[config.mk]
export PLATFORM = sky130hd
export DESIGN_NAME = tlbi_trap_decode
export DESIGN_NICKNAME = d
export VERILOG_FILES = /design/src/rtl/tlbi_trap_pkg.sv /design/src/rtl/tlbi_enc_match.sv /design/src/rtl/tlbi_trap_chain.sv /design/src/rtl/tlbi_trap_decode.sv
export SDC_FILE = /design/constraint.sdc
export NUM_CORES = 1
export LEC_CHECK = 0
export ABC_CLOCK_PERIOD_IN_PS = 1550
export BUFFER_PORTS_ARGS = -buffer_cell sky130_fd_sc_hd__buf_2
export CORE_ASPECT_RATIO = 1.4
export CORE_UTILIZATION = 35
export CTS_CLUSTER_DIAMETER = 60
export DETAILED_ROUTE_END_ITERATION = 10
export MAX_ROUTING_LAYER = met4
export PLACE_DENSITY = 0.85
export SLEW_MARGIN = 40
export SYNTH_ARGS = -nofsm -noshare
export SYNTH_HDL_FRONTEND = slang
export SYNTH_SLANG_ARGS = --single-unit
[constraint.sdc]
create_clock -name clk -period 1.55 [get_ports clk]
set_input_delay 0.2325 -clock clk [delete_from_list [all_inputs] [get_ports clk]]
set_output_delay 0.2325 -clock clk [all_outputs]
set_load 0.1 [all_outputs]
[src/rtl/tlbi_trap_pkg.sv]
// Shared constants for the TLB maintenance trap decoder.
// Assumes one-hot outcome positions are fixed and decoded by the consumer.
package tlbi_trap_pkg;
    localparam int OUT_W      = 5;
    localparam int OUT_EXEC   = 0;
    localparam int OUT_TRAP64 = 1;
    localparam int OUT_TRAP32 = 2;
    localparam int OUT_UNDEF  = 3;
    localparam int OUT_NOMAT  = 4;

    localparam logic [3:0] ENC_CP  = 4'b1111;
    localparam logic [2:0] ENC_OP1 = 3'b000;
    localparam logic [3:0] ENC_CRN = 4'b1000;
    localparam logic [3:0] ENC_CRM = 4'b0011;
    localparam logic [2:0] ENC_OP2 = 3'b111;

    localparam logic [1:0] EL_USER = 2'd0;
    localparam logic [1:0] EL_KERN = 2'd1;
endpackage

[src/rtl/tlbi_enc_match.sv]
// Compares the instruction fields with the single encoding of the
// invalidate operation. Purely combinational; assumes stable fields.
module tlbi_enc_match
    import tlbi_trap_pkg::*;
(
    input  logic [3:0] cp_num,
    input  logic [2:0] op1,
    input  logic [3:0] crn,
    input  logic [3:0] crm,
    input  logic [2:0] op2,
    output logic       hit
);
    // Field-by-field equality against the fixed encoding.
    always_comb begin
        hit = (cp_num == ENC_CP) && (op1 == ENC_OP1) && (crn == ENC_CRN)
           && (crm == ENC_CRM) && (op2 == ENC_OP2);
    end
endmodule

[src/rtl/tlbi_trap_chain.sv]
// Picks the trap bit set for the hypervisor width and finds the first set
// bit in fixed priority order (index 0 highest). Returns its index plus one,
// or zero when none is set. Assumes bit order cpreg, tlb, tlbis.
module tlbi_trap_chain #(
    parameter int NUM_TRAP = 3,
    localparam int CW = $clog2(NUM_TRAP + 1)
) (
    input  logic                hyp_is32,
    input  logic [NUM_TRAP-1:0] bits64,
    input  logic [NUM_TRAP-1:0] bits32,
    output logic [CW-1:0]       cause
);
    logic [NUM_TRAP-1:0] sel;

    // Register-set choice driven by the hypervisor width.
    always_comb sel = hyp_is32 ? bits32 : bits64;

    // Find-first scan; later iterations at lower index override.
    always_comb begin
        cause = '0;
        for (int i = NUM_TRAP - 1; i >= 0; i--) begin
            if (sel[i]) cause = CW'(i + 1);
        end
    end
endmodule

[src/rtl/tlbi_trap_decode.sv]
// Top of the TLB maintenance write trap decoder. Matches the encoding,
// applies level and hypervisor trap rules, and registers a one-hot outcome
// one cycle after dec_valid. Assumes inputs are stable around the clock edge.
module tlbi_trap_decode
    import tlbi_trap_pkg::*;
#(
    parameter int          VA_W    = 20,
    parameter int          SRC_W   = 32,
    parameter int          EC_W    = 6,
    parameter logic [5:0]  EC_TRAP = 6'h03,
    localparam int NUM_TRAP = 3,
    localparam int CW       = $clog2(NUM_TRAP + 1)
) (
    input  logic             clk,
    input  logic             rst_n,
    input  logic             dec_valid,
    input  logic [3:0]       cp_num,
    input  logic [2:0]       op1,
    input  logic [3:0]       crn,
    input  logic [3:0]       crm,
    input  logic [2:0]       op2,
    input  logic [1:0]       cur_el,
    input  logic             hyp_en,
    input  logic             hyp_is32,
    input  logic             t64_cpreg,
    input  logic             t64_tlb,
    input  logic             t64_tlbis,
    input  logic             t32_cpreg,
    input  logic             t32_tlb,
    input  logic             t32_tlbis,
    input  logic [SRC_W-1:0] src_val,
    output logic             res_valid,
    output logic [OUT_W-1:0] res_outcome,
    output logic [CW-1:0]    res_cause,
    output logic [EC_W-1:0]  res_ec,
    output logic [VA_W-1:0]  res_va
);
    logic              enc_hit;
    logic [CW-1:0]     chain_cause;
    logic [OUT_W-1:0]  nxt_outcome;
    logic [CW-1:0]     nxt_cause;
    logic [EC_W-1:0]   nxt_ec;
    logic [VA_W-1:0]   nxt_va;
    logic              kern_trap;

    tlbi_enc_match u_match (
        .cp_num (cp_num),
        .op1    (op1),
        .crn    (crn),
        .crm    (crm),
        .op2    (op2),
        .hit    (enc_hit)
    );

    tlbi_trap_chain #(.NUM_TRAP(NUM_TRAP)) u_chain (
        .hyp_is32 (hyp_is32),
        .bits64   ({t64_tlbis, t64_tlb, t64_cpreg}),
        .bits32   ({t32_tlbis, t32_tlb, t32_cpreg}),
        .cause    (chain_cause)
    );

    // Trap is only possible at level 1 with the hypervisor enabled.
    always_comb kern_trap = (cur_el == EL_KERN) && hyp_en && (chain_cause != '0);

    // Outcome selection: encoding, then level 0, then trap, else execute.
    always_comb begin
        nxt_outcome = '0;
        nxt_cause   = '0;
        nxt_ec      = '0;
        nxt_va      = '0;
        if (!enc_hit) begin
            nxt_outcome[OUT_NOMAT] = 1'b1;
        end else if (cur_el == EL_USER) begin
            nxt_outcome[OUT_UNDEF] = 1'b1;
        end else if (kern_trap) begin
            nxt_outcome[hyp_is32 ? OUT_TRAP32 : OUT_TRAP64] = 1'b1;
            nxt_cause = chain_cause;
            nxt_ec    = EC_TRAP[EC_W-1:0];
        end else begin
            nxt_outcome[OUT_EXEC] = 1'b1;
            nxt_va = src_val[SRC_W-1 -: VA_W];
        end
    end

    // Result register; cleared when no strobe is present.
    always_ff @(posedge clk) begin
        if (!rst_n) begin
            res_valid   <= 1'b0;
            res_outcome <= '0;
            res_cause   <= '0;
            res_ec      <= '0;
            res_va      <= '0;
        end else if (dec_valid) begin
            res_valid   <= 1'b1;
            res_outcome <= nxt_outcome;
            res_cause   <= nxt_cause;
            res_ec      <= nxt_ec;
            res_va      <= nxt_va;
        end else begin
            res_valid   <= 1'b0;
            res_outcome <= '0;
            res_cause   <= '0;
            res_ec      <= '0;
            res_va      <= '0;
        end
    end

    // a valid result carries exactly one outcome bit.
    a_r8_one_outcome: assert property (@(posedge clk) disable iff (!rst_n)
        res_valid |-> ($countones(res_outcome) == 1));
    // no result without a strobe one cycle earlier.
    a_r8_idle_zero: assert property (@(posedge clk) disable iff (!rst_n)
        !dec_valid |=> (!res_valid && res_outcome == '0));
    // a strobe yields a valid result on the next cycle.
    a_r8_latency: assert property (@(posedge clk) disable iff (!rst_n)
        dec_valid |=> res_valid);
    // trap outcomes carry the fixed class code, others carry zero.
    a_r7_ec_code: assert property (@(posedge clk) disable iff (!rst_n)
        res_valid |-> ((res_outcome[OUT_TRAP64] || res_outcome[OUT_TRAP32])
                       ? (res_ec == EC_TRAP[EC_W-1:0]) : (res_ec == '0)));
    // undefined only follows a level 0 decode.
    a_r2_undef_el0: assert property (@(posedge clk) disable iff (!rst_n)
        (res_valid && res_outcome[OUT_UNDEF]) |-> ($past(cur_el) == EL_USER));
    // a matching decode at level 2 or 3 always executes.
    a_r6_high_exec: assert property (@(posedge clk) disable iff (!rst_n)
        (res_valid && $past(cur_el) >= 2'd2 && !res_outcome[OUT_NOMAT])
        |-> res_outcome[OUT_EXEC]);
    // cause is nonzero exactly on trap outcomes.
    a_r3_cause_trap: assert property (@(posedge clk) disable iff (!rst_n)
        res_valid |-> ((res_cause != '0) ==
                       (res_outcome[OUT_TRAP64] || res_outcome[OUT_TRAP32])));
endmodule

### Yosys cells after proc, flatten, opt, wreduce, memory -nomap -nowiden

Index checks and enable logic that the tools add are counted.

| word-level totals | value |
|---|---|
| input port bits | 63 |
| output and inout bits | 34 |
| register bits after elaboration | 34 |
| logic and storage cells | 48 |

| cells by class | value |
|---|---|
| reductions and logical operators | 15 |
| bitwise gates (word level) | 4 |
| order comparisons | 2 |
| multiplexer cells | 14 |
| equality and inequality tests | 5 |

Operator list:

| cell | count |
|---|---|
| 2-bit two-way mux | 5 |
| 5-bit OR reduction | 2 |
| 4-bit equality test (second input constant) | 2 |
| 1-bit logical AND | 7 |
| 1-bit two-way mux | 6 |
| 4-bit by 2-bit equality test with 1-bit output (second input constant) | 1 |
| 2-bit by 4-bit < comparator with 1-bit output (second input constant) | 1 |
| 4-bit two-way mux | 1 |
| 1-bit NOT | 4 |
| 4-bit OR reduction | 1 |
| 1-bit demux with 3-bit select | 1 |
| 3-bit equality test (second input constant) | 1 |
| 3-bit zero test | 1 |
| 3-bit two-way mux | 1 |
| 3-bit AND reduction | 1 |
| 2-bit by 1-bit equality test with 1-bit output (second input constant) | 1 |
| 2-bit by 1-bit greater-or-equal comparator with 1-bit output (second input constant) | 1 |
| 2-bit zero test | 1 |
| 2-bit AND reduction | 1 |
| 2-bit nonzero test | 1 |

### Depth between registers and ports, before layout

Gate-level depths: netlist (run 1).

| logic depth | value |
|---|---|
| depth in word-level cells | 9 |
| gate-level depth with buffers | 5 |
| mapped depth without buffers | 4 |

### Hierarchy

From an unflattened synthesis (run 1), not the netlist that was laid out.

| second synthesis, totals | value |
|---|---|
| cell total of the unflattened synthesis | 87 |
| area, all modules | 958.4 µm² |

By module, submodules not included:

| module | instances | area an instance (µm²) | seq. area each (µm²) | cells an instance |
|---|---|---|---|---|
| tlbi_trap_decode | 1 | 850.8 | 580.6 | 73 |
| tlbi_enc_match | 1 | 61.3 | 0.0 | 7 |
| tlbi_trap_chain | 1 | 46.3 | 0.0 | 7 |

### Worst setup path before layout (run 1)

No wires, ideal clock.

| path | value |
|---|---|
| path type | register -> output |
| start | register res_ec[0] (netlist name) |
| end | output res_ec[1] |
| path slack | -0.039 ns |
| stages on the path, launching flop included | 2 |
| required time | 1.317 ns |
| arrival | 1.356 ns |
| cells stage by stage | dfxtp_1 > buf_4 |

RTL lines:

| what | RTL line | RTL |
|---|---|---|
| to (decl) | tlbi_trap_decode.sv:35 | `output logic [EC_W-1:0] res_ec,` |

### Worst setup path in the final report (run 1)

| path | value |
|---|---|
| start | register res_cause[1] |
| end | output res_cause[1] |

RTL lines:

| what | RTL line | RTL |
|---|---|---|
| from (decl) | tlbi_trap_decode.sv:34 | `output logic [CW-1:0] res_cause,` |
| from (signal assigned) | tlbi_trap_decode.sv:96 | `res_cause <= nxt_cause;` |

No word-level cell between the ends.

==> run_results.csv, run 1 <==
group,metric,value,unit
layout,final_common_cell,"buf_2",
cts,clockBufferDepth,2,
global_routing,grt_util_met1,0.126,
cts,cts_hold_buf,0,
global_routing,grt_pass1_vias,828,
global_routing,grt_first_pass_wirelength,3310,um
floorplanning,die_area,3140,um2
drt,remaining_drc_errors,0,
global_routing,grtUsageMet2,0.262,
floorplanning,io_pins,97,
place,port_buffers,80,
place,dp_hpwl,1700,um
cts,cts-root-buf,"clkbuf_4",
drt,antenna_left,0,
logic_synthesis,seq_area_frac_synth,0.569,
sta,post-route-period-util,0.838,
layout,syn2layout_area_growth,45.8,%
sta,setup_viol,0,
power,p_total,1.41,mW
worst_setup_path,crit_slowest_cell,"buf_2",
cts,post-cts-setup-buffers,0,
layout,nNetsFinal,237,
global_routing,grt_max_degree,27,
global_routing,grt_util_met3,0.0765,
worst_setup_path,cp-end-kind,"primary output",
cts,numCtsBuffers,5,
sta,rsz0062_at_grt,"no",
floorplanning,die_height,65.9,um
power,ir_drop,0.479,mV
sta,finalSetupTns,0,ps
global_routing,grt_usage,0.156,
logic_synthesis,synth_seq_cells,29,
sta,hold_viol_final,0,
power,p_leak,0.877,nW
cts,htreeDepth,2,
sta,fmax,770,MHz
drt,via_per_inst,4.57,
floorplanning,initial_core_util,0.378,
worst_setup_path,path_buf_inv,1,
logic_synthesis,syn_inst,92,
cts,clkTransAtPathRegs,80,ps
run_status,outcome,"finished clean",
layout,final_cell_mix,"80 x buf_2, 28 x dfxtp_1, 16 x and3_1",
drt,wl_per_cell,10.3,um
logic_synthesis,netlist_area,1020,um2
cts,cts_tree,"yes",
logic_synthesis,ys.warnings.count,0,
worst_setup_path,cp.arrival,1070,ps
place,gp_congestion,0.691,
hold_path,hp-start,"cur_el[1]",
worst_setup_path,critPathMaxFanout,1,
hold_path,holdPathEnd,"res_outcome[3]",
run,drv_cap,0,
hold_path,hold_depth,2,
drt,first_iter_violations,20,
worst_setup_path,crit_start,"res_cause[1]",
worst_setup_path,path_cells,"buf_2",
layout,layout-drive-gt1-share,0.589,
worst_setup_path,critPathKind,"flip-flop to primary output",
worst_setup_path,start_kind,"flip-flop",
worst_setup_path,crit_family,"buffers and inverters",
logic_synthesis,yosysUniqueCellTypes,25,
global_routing,grt-ovfl-total,0,
cts,ctsResizeCount,0,
global_routing,antenna_found_initial,0,
global_routing,top_usage_layer,"met2",
logic_synthesis,syn_avg_cell_area,11.1,um2
drt,vias,964,
drt,drt-total-wl,2180,um
layout,fillers,259,
sta,period_minus_slack,1300,ps
worst_setup_path,slowest_delay,420,ps
layout,antenna_cells,0,
power,power-per-cell-area,951,nW/um2
floorplanning,core,2700,um2
sta,slew_violations,0,
layout,final_util,0.551,
hold_path,hp-class,"input pin to flip-flop",
floorplanning,die_w,47.6,um
worst_setup_path,critPathRequiredTime,1320,ps
drt,dr.pass1.iters,4,
cts,numClockSinks,29,
floorplanning,row_count,22,
==> worst max path at each step <==
stage                     endpoint  slack [ps]  cells past startpoint
floorplan           res_outcome[1]         260                      5
global placement      res_cause[1]          90                      5
detailed placement    res_cause[1]          30                      5
CTS                   res_cause[1]         220                      1
global route             res_va[1]         190                      1
finish                res_cause[1]         250                      1
==> stage by stage <==
step                hold WS, ps  cell area (um2)  instances  worst slack, ps
global route                100             1490        211              187
finish                      108             1490        211              251
CTS                        89.6             1490        211              223
detailed placement          444             1420        203             32.1
global placement            436             1420        203             90.1
floorplan                   303             1030         95              265
==> cells by family (layout without fill, tap and decap cells) <==
kind of cell           count (synthesis)  after routing  share of synthesized area
flip-flops                            29             29                      0.569
buffers and inverters                 13             93                     0.0822
other                                  1              4                    0.00368
AND/OR/NAND/NOR                       42             42                      0.288
AO/OA/AOI/OAI                          7              7                     0.0564
==> per-layer routing <==
metal,part of all wire,vias to the layer above
met5,0,-
met4,0.028,0
met3,0.15,6
met2,0.47,76
met1,0.35,408
li1,-,474
==> sequential cells by signal (all words and copies together), names as in the netlist <==
signal	count
res_cause	2
res_ec	1
res_outcome	5
res_va	20
res_valid	1
==> synthesized netlist by cell type (all sizes together) <==
library cell / instances / share of area
a211o: 1 / 0.0098
a211oi: 1 / 0.0074
a21oi: 4 / 0.020
and2: 2 / 0.015
and3: 22 / 0.14
and4bb: 1 / 0.012
buf: 8 / 0.064
clkbuf: 1 / 0.0037
conb: 1 / 0.0037
dfxtp: 29 / 0.57
inv: 4 / 0.015
nand2: 3 / 0.011
nand3b: 1 / 0.0074
nand4: 1 / 0.0061
nand4b: 1 / 0.0086
nor2: 4 / 0.015
nor3: 1 / 0.0049
nor3b: 2 / 0.025
nor4: 3 / 0.033
nor4b: 1 / 0.0086
o2111a: 1 / 0.020
==> cell type report <==
class	count	area, um2	share of cell area
clock inverters	1	5.00	0.00337
well taps	36	45.0	0.0303
clock buffers	7	65.1	0.0438
flip-flops and latches	29	582	0.391
repair buffers	81	408	0.274
inverters	4	15.0	0.0101
multi-input cells	53	367	0.247
==> where the power goes <==
part | internal (mW) | total [mW] | switching, mW
logic | 0.0560 | 0.159 | 0.103
registers | 0.747 | 0.748 | 0.000738
clock network | 0.262 | 0.506 | 0.243
total | 1.07 | 1.41 | 0.348
Power figures use the tool's default switching activity.
==> run 2, diff against run 1 <==
- ABC_AREA: unset -> 1
- ABC_CLOCK_PERIOD_IN_PS: 1550 -> 1200
- CORE_UTILIZATION: 35 -> 37
- PLACE_DENSITY: 0.85 -> 0.87
- clock period: 1.55 -> 1.2 ns (I/O delays scaled with it)
==> run 2 against run 1 <==
Net effect: first-iteration DRC count decreased by 10%; sequential cell count did not move; worst setup slack got worse by 220 ps; clock power up 43%; die area grew 1.9%; largest cell class is now non-clock buffers; sequential share of layout area is 8.5 points lower; wire length rose by 1.3%; area after synthesis rose by 7.9%; synthesized cell count up 40%; utilization up 12 points; final cell count increased by 19%; count of clock-buffer cells in the layout decreased by 1.
==> run_results.csv, run 2 <==
group,metric,value,unit
global_routing,grt_pass1_vias,832,
drt,wl_per_cell,8.74,um
drt,antenna_left,0,
logic_synthesis,yosysMostFrequentCell,"inv_1",
logic_synthesis,synth.largest_area_cell,"dfxtp_1",
drt,dr.pass1.iters,6,
cts,cts_hold_buf,0,
logic_synthesis,seq_area_frac_synth,0.528,
place,port_buffers,80,
worst_setup_path,crit_family,"buffers and inverters",
floorplanning,row_count,23,
sta,finalSetupTns,0,ps
power,p_total,1.94,mW
place,gp_congestion,0.653,
worst_setup_path,critPathKind,"flip-flop to primary output",
power,ir_drop,0.603,mV
run_status,outcome,"finished clean",
floorplanning,die_w,48.1,um
hold_path,hp-class,"input pin to flip-flop",
layout,top_register,"res_va",
floorplanning,die_height,66.5,um
cts,numCtsBuffers,5,
logic_synthesis,ys.flop_type,"dfxtp_1",
worst_setup_path,path_cells,"buf_2",
sta,worst_slack,35.0,ps
drt,vias,1041,
layout,final_util,0.670,
logic_synthesis,syn_avg_cell_area,8.53,um2
place,dp.cells,244,
layout,nNetsFinal,277,
logic_synthesis,synth_common_cells,"31 x inv_1, 29 x dfxtp_1, 17 x nor2_2, 13 x nand2_1, 13 x nor2_1",
run,drv_cap,0,
power,power-per-cell-area,1010,nW/um2
drt,remaining_drc_errors,0,
drt,via_per_inst,4.13,
logic_synthesis,async_flop_share,0,
drt,first_iter_violations,18,
layout,largest_register_ffs,20,
logic_synthesis,yosysUniqueCellTypes,20,
worst_setup_path,path_buf_inv,1,
layout,final_common_cell,"buf_2",
global_routing,grt-ovfl-total,0,
sta,hold_viol_final,0,
cts,clkTransAtPathRegs,60,ps
worst_setup_path,slowest_delay,410,ps
layout,final_cells,252,
cts,numClockSinks,29,
global_routing,grt_max_degree,22,
layout,final_cell_mix,"51 x buf_2, 31 x inv_1, 28 x dfxtp_1",
cts,cts_tree,"yes",
cts,cts-root-buf,"clkbuf_8",
logic_synthesis,synth-edff-count,0,
drt,drt-total-wl,2200,um
global_routing,grt_first_pass_wirelength,3180,um
worst_setup_path,critPathMaxFanout,1,
worst_setup_path,cp.arrival,980,ps
place,dp_slack,-107,ps
sta,rsz0062_at_grt,"no",
logic_synthesis,ys.warnings.count,0,
layout,layout-drive-gt1-share,0.540,
worst_setup_path,start_kind,"flip-flop",
worst_setup_path,critPathRequiredTime,1020,ps
logic_synthesis,synth_top_area_frac,0.528,
sta,setup_viol,0,
cts,clockBufferDepth,2,
logic_synthesis,syn_inst,129,
sta,fmax,858,MHz
layout,top_regs,"res_va x20, res_outcome x5, res_cause x2",
sta,period_minus_slack,1160,ps
layout,antenna_cells,0,
worst_setup_path,cp-end-kind,"primary output",
floorplanning,die_area,3200,um2
sta,slew_violations,0,
logic_synthesis,synth_seq_cells,29,
logic_synthesis,synthTopCellsByArea,"dfxtp_1 53%, inv_1 11%, nor2_2 9.7%",
worst_setup_path,crit_slowest_cell,"buf_2",
global_routing,antenna_found_initial,0,
logic_synthesis,netlist_area,1100,um2
layout,syn2layout_area_growth,73.6,%
global_routing,grt_usage,0.152,
layout,fillers,240,
floorplanning,core,2850,um2
floorplanning,initial_core_util,0.386,
place,dp_hpwl,1830,um
floorplanning,io_pins,97,
cts,htreeDepth,2,
sta,post-route-period-util,0.971,
power,p_leak,1.01,nW
[run 2: timing repair]
| item | CTS | global route |
|---|---|---|
| endpoints found under the setup margin | 0 | 11 |
| setup buffers | 0 | 0 |
| resized for setup | 0 | 11 |
[run 2: stage by stage]
stage / cell area (um2) / hold WS, ps
floorplan: 1110 / 252
global placement: 1800 / 400
detailed placement: 1800 / 407
CTS: 1880 / 119
global route: 1910 / 122
finish: 1910 / 125
[run 2: worst paths after layout]
check,from,to,slack [ps],depth (start not counted)
worst max-delay path,res_va[9],res_va[9],40,1
worst min-delay path,src_val[19],res_va[7],130,3
[run 2: area by class of cell]
class / instances / area, um2 / share of cell area
Sequential cell: 29 / 584 / 0.306
Inverter: 32 / 120 / 0.0629
Multi-Input combinational cell: 64 / 350 / 0.183
Clock inverter: 2 / 10.0 / 0.00524
Timing Repair Buffer: 82 / 726 / 0.380
Tap cell: 37 / 46.3 / 0.0242
Clock buffer: 6 / 72.6 / 0.0380
[run 2: where the power goes]
| group | switching, mW | leakage (nW) | total (mW) | internal [mW] |
|---|---|---|---|---|
| combinational | 0.150 | 0.735 | 0.244 | 0.0939 |
| sequential | 0.00287 | 0.235 | 0.967 | 0.965 |
| clock | 0.326 | 0.0450 | 0.726 | 0.400 |
| total | 0.479 | 1.01 | 1.94 | 1.46 |
[run 2: layer usage]
layer  wire, um  part of all wire  track usage
met3        197             0.089       0.0569
met2       1300              0.59        0.272
met1        643              0.29        0.115
met4         65             0.030        0.104
met5          0                 0            -
[run 2: kinds of logic (layout without fill, tap and decap cells)]
family / Yosys count / after routing / synth area share
buffers and inverters: 39 / 122 / 0.164
DFF: 29 / 29 / 0.528
AOI/OAI and AO/OA: 4 / 4 / 0.0227
and+or+nand+nor: 56 / 56 / 0.282
other: 1 / 4 / 0.00341
==> run 3, diff against run 2 <==
- REMOVE_ABC_BUFFERS: unset -> 1
==> run 3 against run 2 <==
Net effect: worst hold slack worse by 0.74 ps; combinational power is 2% higher; sequential cell count did not move; maximum frequency is 0.51% lower; utilization is 2.3 points lower; critical endpoint is now res_va[17].
==> run_results.csv, run 3 (same netlist as run 2, synthesis figures left out) <==
group,metric,value,unit
drt,first_iter_violations,13,
floorplanning,die_area,3200,um2
worst_setup_path,crit_slowest_cell,"buf_2",
drt,drt-total-wl,2220,um
sta,fmax,854,MHz
worst_setup_path,path_cells,"buf_2",
global_routing,grt_usage,0.144,
cts,ctsResizeCount,1,
worst_setup_path,crit_family,"buffers and inverters",
worst_setup_path,slowest_delay,410,ps
cts,cts-root-buf,"clkbuf_8",
place,dp_slack,-97.0,ps
floorplanning,die_w,48.1,um
global_routing,antenna_found_initial,0,
worst_setup_path,path_buf_inv,1,
floorplanning,initial_core_util,0.386,
sta,whs,124,ps
layout,final_util,0.647,
place,port_buffers,80,
floorplanning,io_pins,97,
global_routing,grt-ovfl-total,0,
worst_setup_path,cp-end-kind,"primary output",
power,power_frac_comb,0.128,
cts,clkTransAtPathRegs,60,ps
worst_setup_path,critPathKind,"flip-flop to primary output",
worst_setup_path,cp.arrival,990,ps
drt,via_per_inst,4.05,
place,gp_congestion,0.737,
layout,final_common_cell,"buf_2",
power,intPower,1.46,mW
worst_setup_path,start_kind,"flip-flop",
worst_setup_path,critPathRequiredTime,1020,ps
layout,design_area,1840,um2
floorplanning,row_count,23,
cts,numClockSinks,29,
layout,layout-drive-gt1-share,0.539,
global_routing,grt_max_degree,18,
layout,antenna_cells,0,
power,ir_drop,0.804,mV
hold_path,hp-class,"input pin to flip-flop",
worst_setup_path,critPathMaxFanout,1,
floorplanning,die_height,66.5,um
power,power-per-cell-area,1060,nW/um2
sta,setup_viol,0,
layout,final_cell_mix,"52 x buf_2, 31 x inv_1, 29 x dfxtp_1",
run,drv_cap,0,
drt,antenna_left,0,
place,dp_hpwl,1870,um
sta,finalSetupTns,0,ps
hold_path,holdPathEnd,"res_va[7]",
sta,rsz0062_at_grt,"no",
power,swShare,0.250,
sta,hold_viol_final,0,
cts,clockBufferDepth,2,
layout,syn2layout_area_growth,67.6,%
layout,largest_register_ffs,20,
cts,post-cts-setup-buffers,0,
cts,numCtsBuffers,5,
global_routing,grt_first_pass_wirelength,3030,um
power,p_switching,0.488,mW
run_status,outcome,"finished clean",
power,p_leak,1.00,nW
power,sequentialPowerShare,0.497,
global_routing,grt_pass1_vias,794,
sta,slew_violations,0,
cts,cts_hold_buf,0,
drt,vias,1028,
sta,worst_slack,29.0,ps
cts,cts_tree,"yes",
cts,htreeDepth,2,
place,placed_cell_area,1720,um2
layout,fillers,229,
layout,top_register,"res_va",
layout,top_regs,"res_va x20, res_outcome x5, res_cause x2",
layout,nNetsFinal,279,
hold_path,hp-start,"src_val[19]",
sta,period_minus_slack,1170,ps
drt,wl_per_cell,8.75,um
sta,post-route-period-util,0.976,
drt,remaining_drc_errors,0,
hold_path,hold_depth,3,
drt,dr.pass1.iters,4,
power,pwr-share-clk,0.375,
floorplanning,core,2850,um2
-- run 3: area by class of cell --
class                   count  area [um2]  area share
well taps                  37        46.3      0.0251
inverters                  32         120      0.0652
clock inverters             2        10.0     0.00543
multi-input cells          64         350       0.190
clock buffers               6        72.6      0.0394
repair buffers             84         663       0.360
flip-flops and latches     29         581       0.315
-- run 3: power groups by stage --
stage          Combinational [mW]  Sequential (mW)  Clock, mW
3_5_place_dp                0.250            0.990          0
4_1_cts                     0.251            0.969      0.760
2_1_floorplan               0.115             1.01          0
6_report                    0.249            0.969      0.733
3_3_place_gp                0.241            0.990          0
5_1_grt                     0.270            0.969      0.795
-- run 3: worst max path at each step --
stage                    start    endpoint  slack [ps]  cells past startpoint
floorplan            res_ec[0]   res_ec[0]        -530                      0
global route         res_va[9]   res_va[9]           6                      1
CTS                  res_va[1]   res_va[1]           7                      1
finish              res_va[17]  res_va[17]          30                      1
detailed placement    hyp_is32   res_va[3]        -100                      7
global placement        crn[0]   res_va[7]         -60                      9
-- run 3: stage by stage --
step	instances	total power, mW
floorplan	125	1.13
global placement	246	1.23
detailed placement	246	1.24
CTS	254	1.98
global route	254	2.03
finish	254	1.95
-- run 3: routing by layer --
layer	global-route usage	up-vias	part of all wire	wire, um
met5	-	-	0	0
met4	0.0938	0	0.021	47
met2	0.262	62	0.55	1230
met1	0.107	433	0.34	754
li1	-	529	-	-
met3	0.0569	4	0.086	192
